### src/rtl/rti_pkg.sv
package rti_pkg;

   // Prescale exponent selected by a nonzero tap code
   function automatic int unsigned tap_log2(input int unsigned min_log2,
                                            input int unsigned code);
      return min_log2 + code - 1;
   endfunction

   typedef enum logic [1:0] {
      CHAIN_OFF    = 2'd0,
      CHAIN_RUN    = 2'd1,
      CHAIN_FROZEN = 2'd2
   } chain_state_e;

endpackage

### src/rtl/rti_prescaler.sv
module rti_prescaler #(
   parameter int unsigned MIN_LOG2 = 10,
   parameter int unsigned TAPS     = 7,
   parameter int unsigned SEL_W    = 3
) (
   input  logic             clk,
   input  logic             rst_n,
   input  logic             clear,
   input  logic             run,
   input  logic [SEL_W-1:0] sel,
   output logic             tick
);
   localparam int unsigned CNT_W = MIN_LOG2 + TAPS - 1;

   logic [CNT_W-1:0] cnt;
   logic [TAPS-1:0]  tap_full;

   // one all-ones detector per selectable tap
   for (genvar gi = 0; gi < TAPS; gi++) begin : g_tap
      localparam int unsigned LEN = rti_pkg::tap_log2(MIN_LOG2, gi + 1);
      assign tap_full[gi] = &cnt[LEN-1:0];
   end

   logic hit;
   always_comb begin
      hit = 1'b0;
      for (int i = 0; i < TAPS; i++) begin
         if (int'(sel) == i + 1) hit = tap_full[i];
      end
   end

   assign tick = run && hit;

   always_ff @(posedge clk or negedge rst_n) begin
      if (!rst_n)     cnt <= '0;
      else if (clear) cnt <= '0;
      else if (run)   cnt <= cnt + 1'b1;
   end


   pre_hold_chk: assert property (@(posedge clk) disable iff (!rst_n)
      (!run && !clear) |=> $stable(cnt));


   pre_clear_chk: assert property (@(posedge clk) disable iff (!rst_n)
      clear |=> (cnt == '0));

endmodule

### src/rtl/rti_modulus.sv
module rti_modulus #(
   parameter int unsigned MOD_W = 4
) (
   input  logic             clk,
   input  logic             rst_n,
   input  logic             clear,
   input  logic             step,
   input  logic [MOD_W-1:0] limit,
   output logic             expire
);
   logic [MOD_W-1:0] cnt;

   assign expire = step && (cnt == limit);

   always_ff @(posedge clk or negedge rst_n) begin
      if (!rst_n)      cnt <= '0;
      else if (clear)  cnt <= '0;
      else if (expire) cnt <= '0;
      else if (step)   cnt <= cnt + 1'b1;
   end


   mod_bound_chk: assert property (@(posedge clk) disable iff (!rst_n)
      cnt <= limit);

endmodule

### src/rtl/rti_flag.sv
module rti_flag (
   input  logic clk,
   input  logic rst_n,
   input  logic set,
   input  logic clr,
   output logic flag
);
   always_ff @(posedge clk or negedge rst_n) begin
      if (!rst_n)   flag <= 1'b0;
      else if (set) flag <= 1'b1;
      else if (clr) flag <= 1'b0;
   end


   flag_set_chk: assert property (@(posedge clk) disable iff (!rst_n)
      set |=> flag);


   flag_clr_chk: assert property (@(posedge clk) disable iff (!rst_n)
      (clr && !set) |=> !flag);

endmodule

### src/rtl/rti_divider.sv
module rti_divider #(
   parameter int unsigned PRE_MIN_LOG2 = 10,
   parameter int unsigned PRE_TAPS     = 7,
   parameter int unsigned MOD_W        = 4
) (
   input  logic       clk,
   input  logic       rst_n,
   input  logic       ctl_we,
   input  logic [7:0] ctl_wdata,
   input  logic       irq_en,
   input  logic       flag_clr,
   input  logic       wait_mode,
   output logic       flag,
   output logic       irq
);
   import rti_pkg::*;

   localparam int unsigned SEL_W  = $clog2(PRE_TAPS + 1);
   localparam int unsigned SEL_LO = MOD_W;
   localparam int unsigned FRZ_B  = MOD_W + SEL_W;
   localparam int unsigned CTL_W  = FRZ_B + 1;

   if (CTL_W != 8) begin : g_bad_ctl
      $error("control layout must fill exactly 8 bits");
   end
   if (PRE_MIN_LOG2 < 1 || PRE_TAPS < 1) begin : g_bad_pre
      $error("prescaler needs at least one tap of one bit");
   end

   logic [CTL_W-1:0] ctl;
   logic [SEL_W-1:0] sel;
   logic [MOD_W-1:0] limit;
   logic             frz_opt;
   chain_state_e     state;
   logic             run, clear, tick, expire;

   always_ff @(posedge clk or negedge rst_n) begin
      if (!rst_n)      ctl <= '0;
      else if (ctl_we) ctl <= ctl_wdata;
   end

   assign limit   = ctl[MOD_W-1:0];
   assign sel     = ctl[SEL_LO +: SEL_W];
   assign frz_opt = ctl[FRZ_B];

   always_comb begin
      if (sel == '0)               state = CHAIN_OFF;
      else if (frz_opt && wait_mode) state = CHAIN_FROZEN;
      else                         state = CHAIN_RUN;
   end

   assign run   = (state == CHAIN_RUN);
   assign clear = ctl_we || (state == CHAIN_OFF);

   rti_prescaler #(
      .MIN_LOG2 (PRE_MIN_LOG2),
      .TAPS     (PRE_TAPS),
      .SEL_W    (SEL_W)
   ) u_pre (
      .clk   (clk),
      .rst_n (rst_n),
      .clear (clear),
      .run   (run),
      .sel   (sel),
      .tick  (tick)
   );

   rti_modulus #(.MOD_W(MOD_W)) u_mod (
      .clk    (clk),
      .rst_n  (rst_n),
      .clear  (clear),
      .step   (tick),
      .limit  (limit),
      .expire (expire)
   );

   rti_flag u_flag (
      .clk   (clk),
      .rst_n (rst_n),
      .set   (expire),
      .clr   (flag_clr),
      .flag  (flag)
   );

   assign irq = flag && irq_en;


   off_quiet_chk: assert property (@(posedge clk) disable iff (!rst_n)
      (sel == '0) |-> !expire);


   frozen_quiet_chk: assert property (@(posedge clk) disable iff (!rst_n)
      (frz_opt && wait_mode) |-> !expire);


   irq_gate_chk: assert property (@(posedge clk) disable iff (!rst_n)
      irq |-> (irq_en && flag));

endmodule

### config.mk
export PLATFORM = sky130hd
export DESIGN_NAME = rti_divider
export DESIGN_NICKNAME = d
export VERILOG_FILES = /design/src/rtl/rti_pkg.sv /design/src/rtl/rti_prescaler.sv /design/src/rtl/rti_modulus.sv /design/src/rtl/rti_flag.sv /design/src/rtl/rti_divider.sv
export SDC_FILE = /design/constraint.sdc
export NUM_CORES = 1
export LEC_CHECK = 0
export CORE_ASPECT_RATIO = 1.75
export CORE_MARGIN = 5
export CORE_UTILIZATION = 59
export CTS_BUF_LIST = sky130_fd_sc_hd__clkbuf_8 sky130_fd_sc_hd__clkbuf_16
export CTS_CLUSTER_SIZE = 12
export DETAILED_ROUTE_END_ITERATION = 12
export PLACE_DENSITY_LB_ADDON = 0.05
export SYNTH_ARGS = -nofsm -noshare
export SYNTH_HDL_FRONTEND = slang
export SYNTH_SLANG_ARGS = --single-unit
### constraint.sdc
create_clock -name clk -period 3.7 [get_ports clk]
set_input_delay 0.925 -clock clk [delete_from_list [all_inputs] [get_ports clk]]
set_output_delay 0.925 -clock clk [all_outputs]
set_load 0.02 [all_outputs]
==> impl_metrics.py <==
metrics = {
    "outcome": {
        "outcome": "complete, no violations",
    },
    "detailed_routing": {
        "drc_errors": 0,
        "ant_nets": 0,
        "vias": 1145,
        "detail_route.wl_per_cell_um": 15.8,
        "first_pass_iters": 4,
        "routed_wl_mm": 3.10,
        "avgViaCountPerCell": 5.84,
        "drt_first_iter_violations": 28,
    },
    "grt": {
        "gr-usage-all-layers": 0.192,
        "grt_start_max_net_pins": 30,
        "antenna_found_initial": 0,
        "grt_overflow": 0,
        "grt_pass1_vias": 1252,
        "grt_pass1_wl_mm": 5.69,
    },
    "cts": {
        "cts.htree.levels": 2,
        "post_cts_resized": 0,
        "cts_tree": "yes",
        "numCtsBuffers": 5,
        "cts-root-buf": "clkbuf_8",
        "clock_latency_ns": 0.28,
        "hold_buffers": 0,
        "cts_num_sinks": 29,
        "clk_pin_slew_ns": 0.05,
        "cts_max_path_buffers": 2,
        "post_cts_buffers": 0,
    },
    "setup_path": {
        "crit_path_frequent_cell": "clkdlybuf4s50_1",
        "cp.required_ns": 2.77,
        "cp_top_family": "buffers and inverters",
        "cp.arrival_ns": 2.08,
        "rr_worst_depth": 5,
        "cp_max_fo": 1,
        "crit_cells": 3,
        "critPathSlowestCell": "clkdlybuf4s50_1",
        "path_buf_inv": 2,
        "path_cells": "clkdlybuf4s50_1 -> and2_1 -> clkdlybuf4s50_1",
        "end_kind": "primary output",
        "reg2reg_from": "ctl[4]$_DFFE_PN0P_",
        "max_stage_delay_ns": 0.60,
        "reg2reg_to": "u_mod.cnt[1]$_DFFE_PN0P_",
        "crit_type": "input pin to primary output",
        "cp-start-kind": "input pin",
        "r2r_slack_ns": 2.00,
        "critical_path.startpoint": "irq_en",
    },
    "power": {
        "ir_drop_mv": 0.335,
        "p_switching_mw": 0.157,
        "sw_frac_of_total": 0.236,
        "intPower_mw": 0.508,
        "p_total_mw": 0.666,
        "power_frac_seq": 0.514,
        "powerDensity_nw_per_um2": 371,
        "p_clk_frac": 0.380,
        "leakagePower_nw": 0.733,
        "power_frac_comb": 0.106,
    },
    "sta": {
        "fin_crit_ns": 3.00,
        "clock_skew_ns": 0.00700,
        "rsz0062_at_grt": "false",
        "fmax_mhz": 333,
        "hold_violations": 0,
        "slew_viol_final": 0,
        "max_slew_margin": 0.555,
        "setup_viol": 0,
        "finalCritPeriodShare": 0.812,
        "tns_ns": 0,
        "holdWs_ns": 0.529,
        "worstMarginPinSlew_ns": 0.667,
    },
    "synth": {
        "synth-seq-cells": 29,
        "synthFlopType": "dfrtp_1",
        "syn_nets": 166,
        "ys_async_sr_fraction": 1.00,
        "netlist_area_um2": 1530,
        "synth_edf_count": 0,
        "synth-seq-area-share": 0.474,
        "ys_types": 37,
        "syn_avg_cell_area_um2": 10.2,
        "ys_warn_count": 0,
        "netlist_instances": 150,
    },
    "layout": {
        "antenna_cells": 0,
        "syn_to_final_growth_pct": 17.2,
        "drive_gt1_frac": 0.129,
        "mostFrequentLayoutCell": "dfrtp_1",
        "final_cell_mix": "dfrtp_1 (29), nor2_1 (16), nand2_1 (16)",
        "nNetsFinal": 186,
        "n_fill_cell": 198,
        "fin_cells": 196,
        "design_area_um2": 1790,
    },
    "hold_path": {
        "hold_end": "u_pre.cnt[3]$_DFFE_PN0P_",
        "hold_depth": 2,
        "hold_start": "u_pre.cnt[3]$_DFFE_PN0P_",
        "min_path_type": "flip-flop to flip-flop",
    },
    "die": {
        "fp-row-count": 24,
        "core-area_um2": 2490,
        "dieArea_um2": 3750,
        "die_x_um": 48.5,
        "initial_core_util": 0.614,
        "ios": 16,
        "fp.dieH_um": 77.4,
    },
    "placed_design": {
        "dp_cells": 189,
        "dpl-instance-area_um2": 1710,
        "routabilityCongestion": 0.811,
        "port_buffers": 15,
        "hpwl_mm": 2.33,
    },
    "run": {
        "cap_violations": 0,
    },
}
## stage by stage
stage                     utilization  setup WS [ns]
after floorplan                     -           1.64
final                           0.719          0.696
after detailed placement        0.685          0.687
after global placement          0.685          0.699
after global routing            0.719          0.670
after CTS                       0.719          0.685
## how the worst max path moves through the flow
stage	slack (ns)	end
final	0.70	irq
after global routing	0.67	irq
after CTS	0.69	irq
after detailed placement	0.69	irq
after global placement	0.70	irq
after floorplan	1.64	irq
## cells in the mapped netlist, types with 2 or more instances
library cell	number	area, um2
dfrtp_1	29	726
nand2_1	16	60.1
nor2_1	16	60.1
xnor2_1	10	87.6
mux2_2	7	78.8
a21oi_1	6	30.0
nand3_1	6	30.0
nand4_1	6	37.5
xor2_1	6	52.6
and2_1	4	25.0
inv_1	4	15.0
nor3_1	4	20.0
nand2b_1	3	18.8
o21ai_0	3	15.0
or3_1	3	18.8
buf_2	2	10.0
ha_1	2	25.0
mux2i_1	2	20.0
nor2b_1	2	12.5
o31ai_1	2	15.0
## kinds of logic after synthesis
family | count (synthesis) | share of synthesized area
AOI/OAI and AO/OA | 17 | 0.0760
xor gates and xnor gates | 16 | 0.0916
adders and majority gates | 2 | 0.0164
buffers and inverters | 7 | 0.0188
DFF | 29 | 0.474
muxes | 9 | 0.0646
and+or+nand+nor | 70 | 0.258
## registers in the layout (all words and copies together), names as in the netlist
signal	flops
ctl	8
u_flag.flag	1
u_pre.cnt	16
u_mod.cnt	4
## per-layer routing
layer / track usage / part of all wire
met5: 0 / 0
met2: 0.329 / 0.59
met1: 0.202 / 0.36
met4: 0.127 / 0.031
met3: 0.0517 / 0.025
## tightest hold or removal path: stages (launching register included)
cell and delay, ns:
dfrtp_1 0.35, xor2_1 0.07, nor2_1 0.07
## power by group through the flow
| stage | sequential [mW] | combinational [mW] | clock, mW |
|---|---|---|---|
| after floorplan | 0.344 | 0.0435 | 0 |
| after global placement | 0.347 | 0.0691 | 0 |
| after detailed placement | 0.348 | 0.0720 | 0 |
| after CTS | 0.342 | 0.0721 | 0.262 |
| after global routing | 0.344 | 0.0811 | 0.276 |
| final | 0.342 | 0.0708 | 0.253 |
## cell type report
class	instances	area, um2	share of cell area
clock buffer	6	82.6	0.0461
clock inverter	1	3.75	0.00209
inverter	4	15.0	0.00837
multi-input combinational	114	776	0.433
sequential	29	726	0.405
tap	26	32.5	0.0181
timing repair buffer	16	158	0.0879
(Power assumes the default switching activity.)
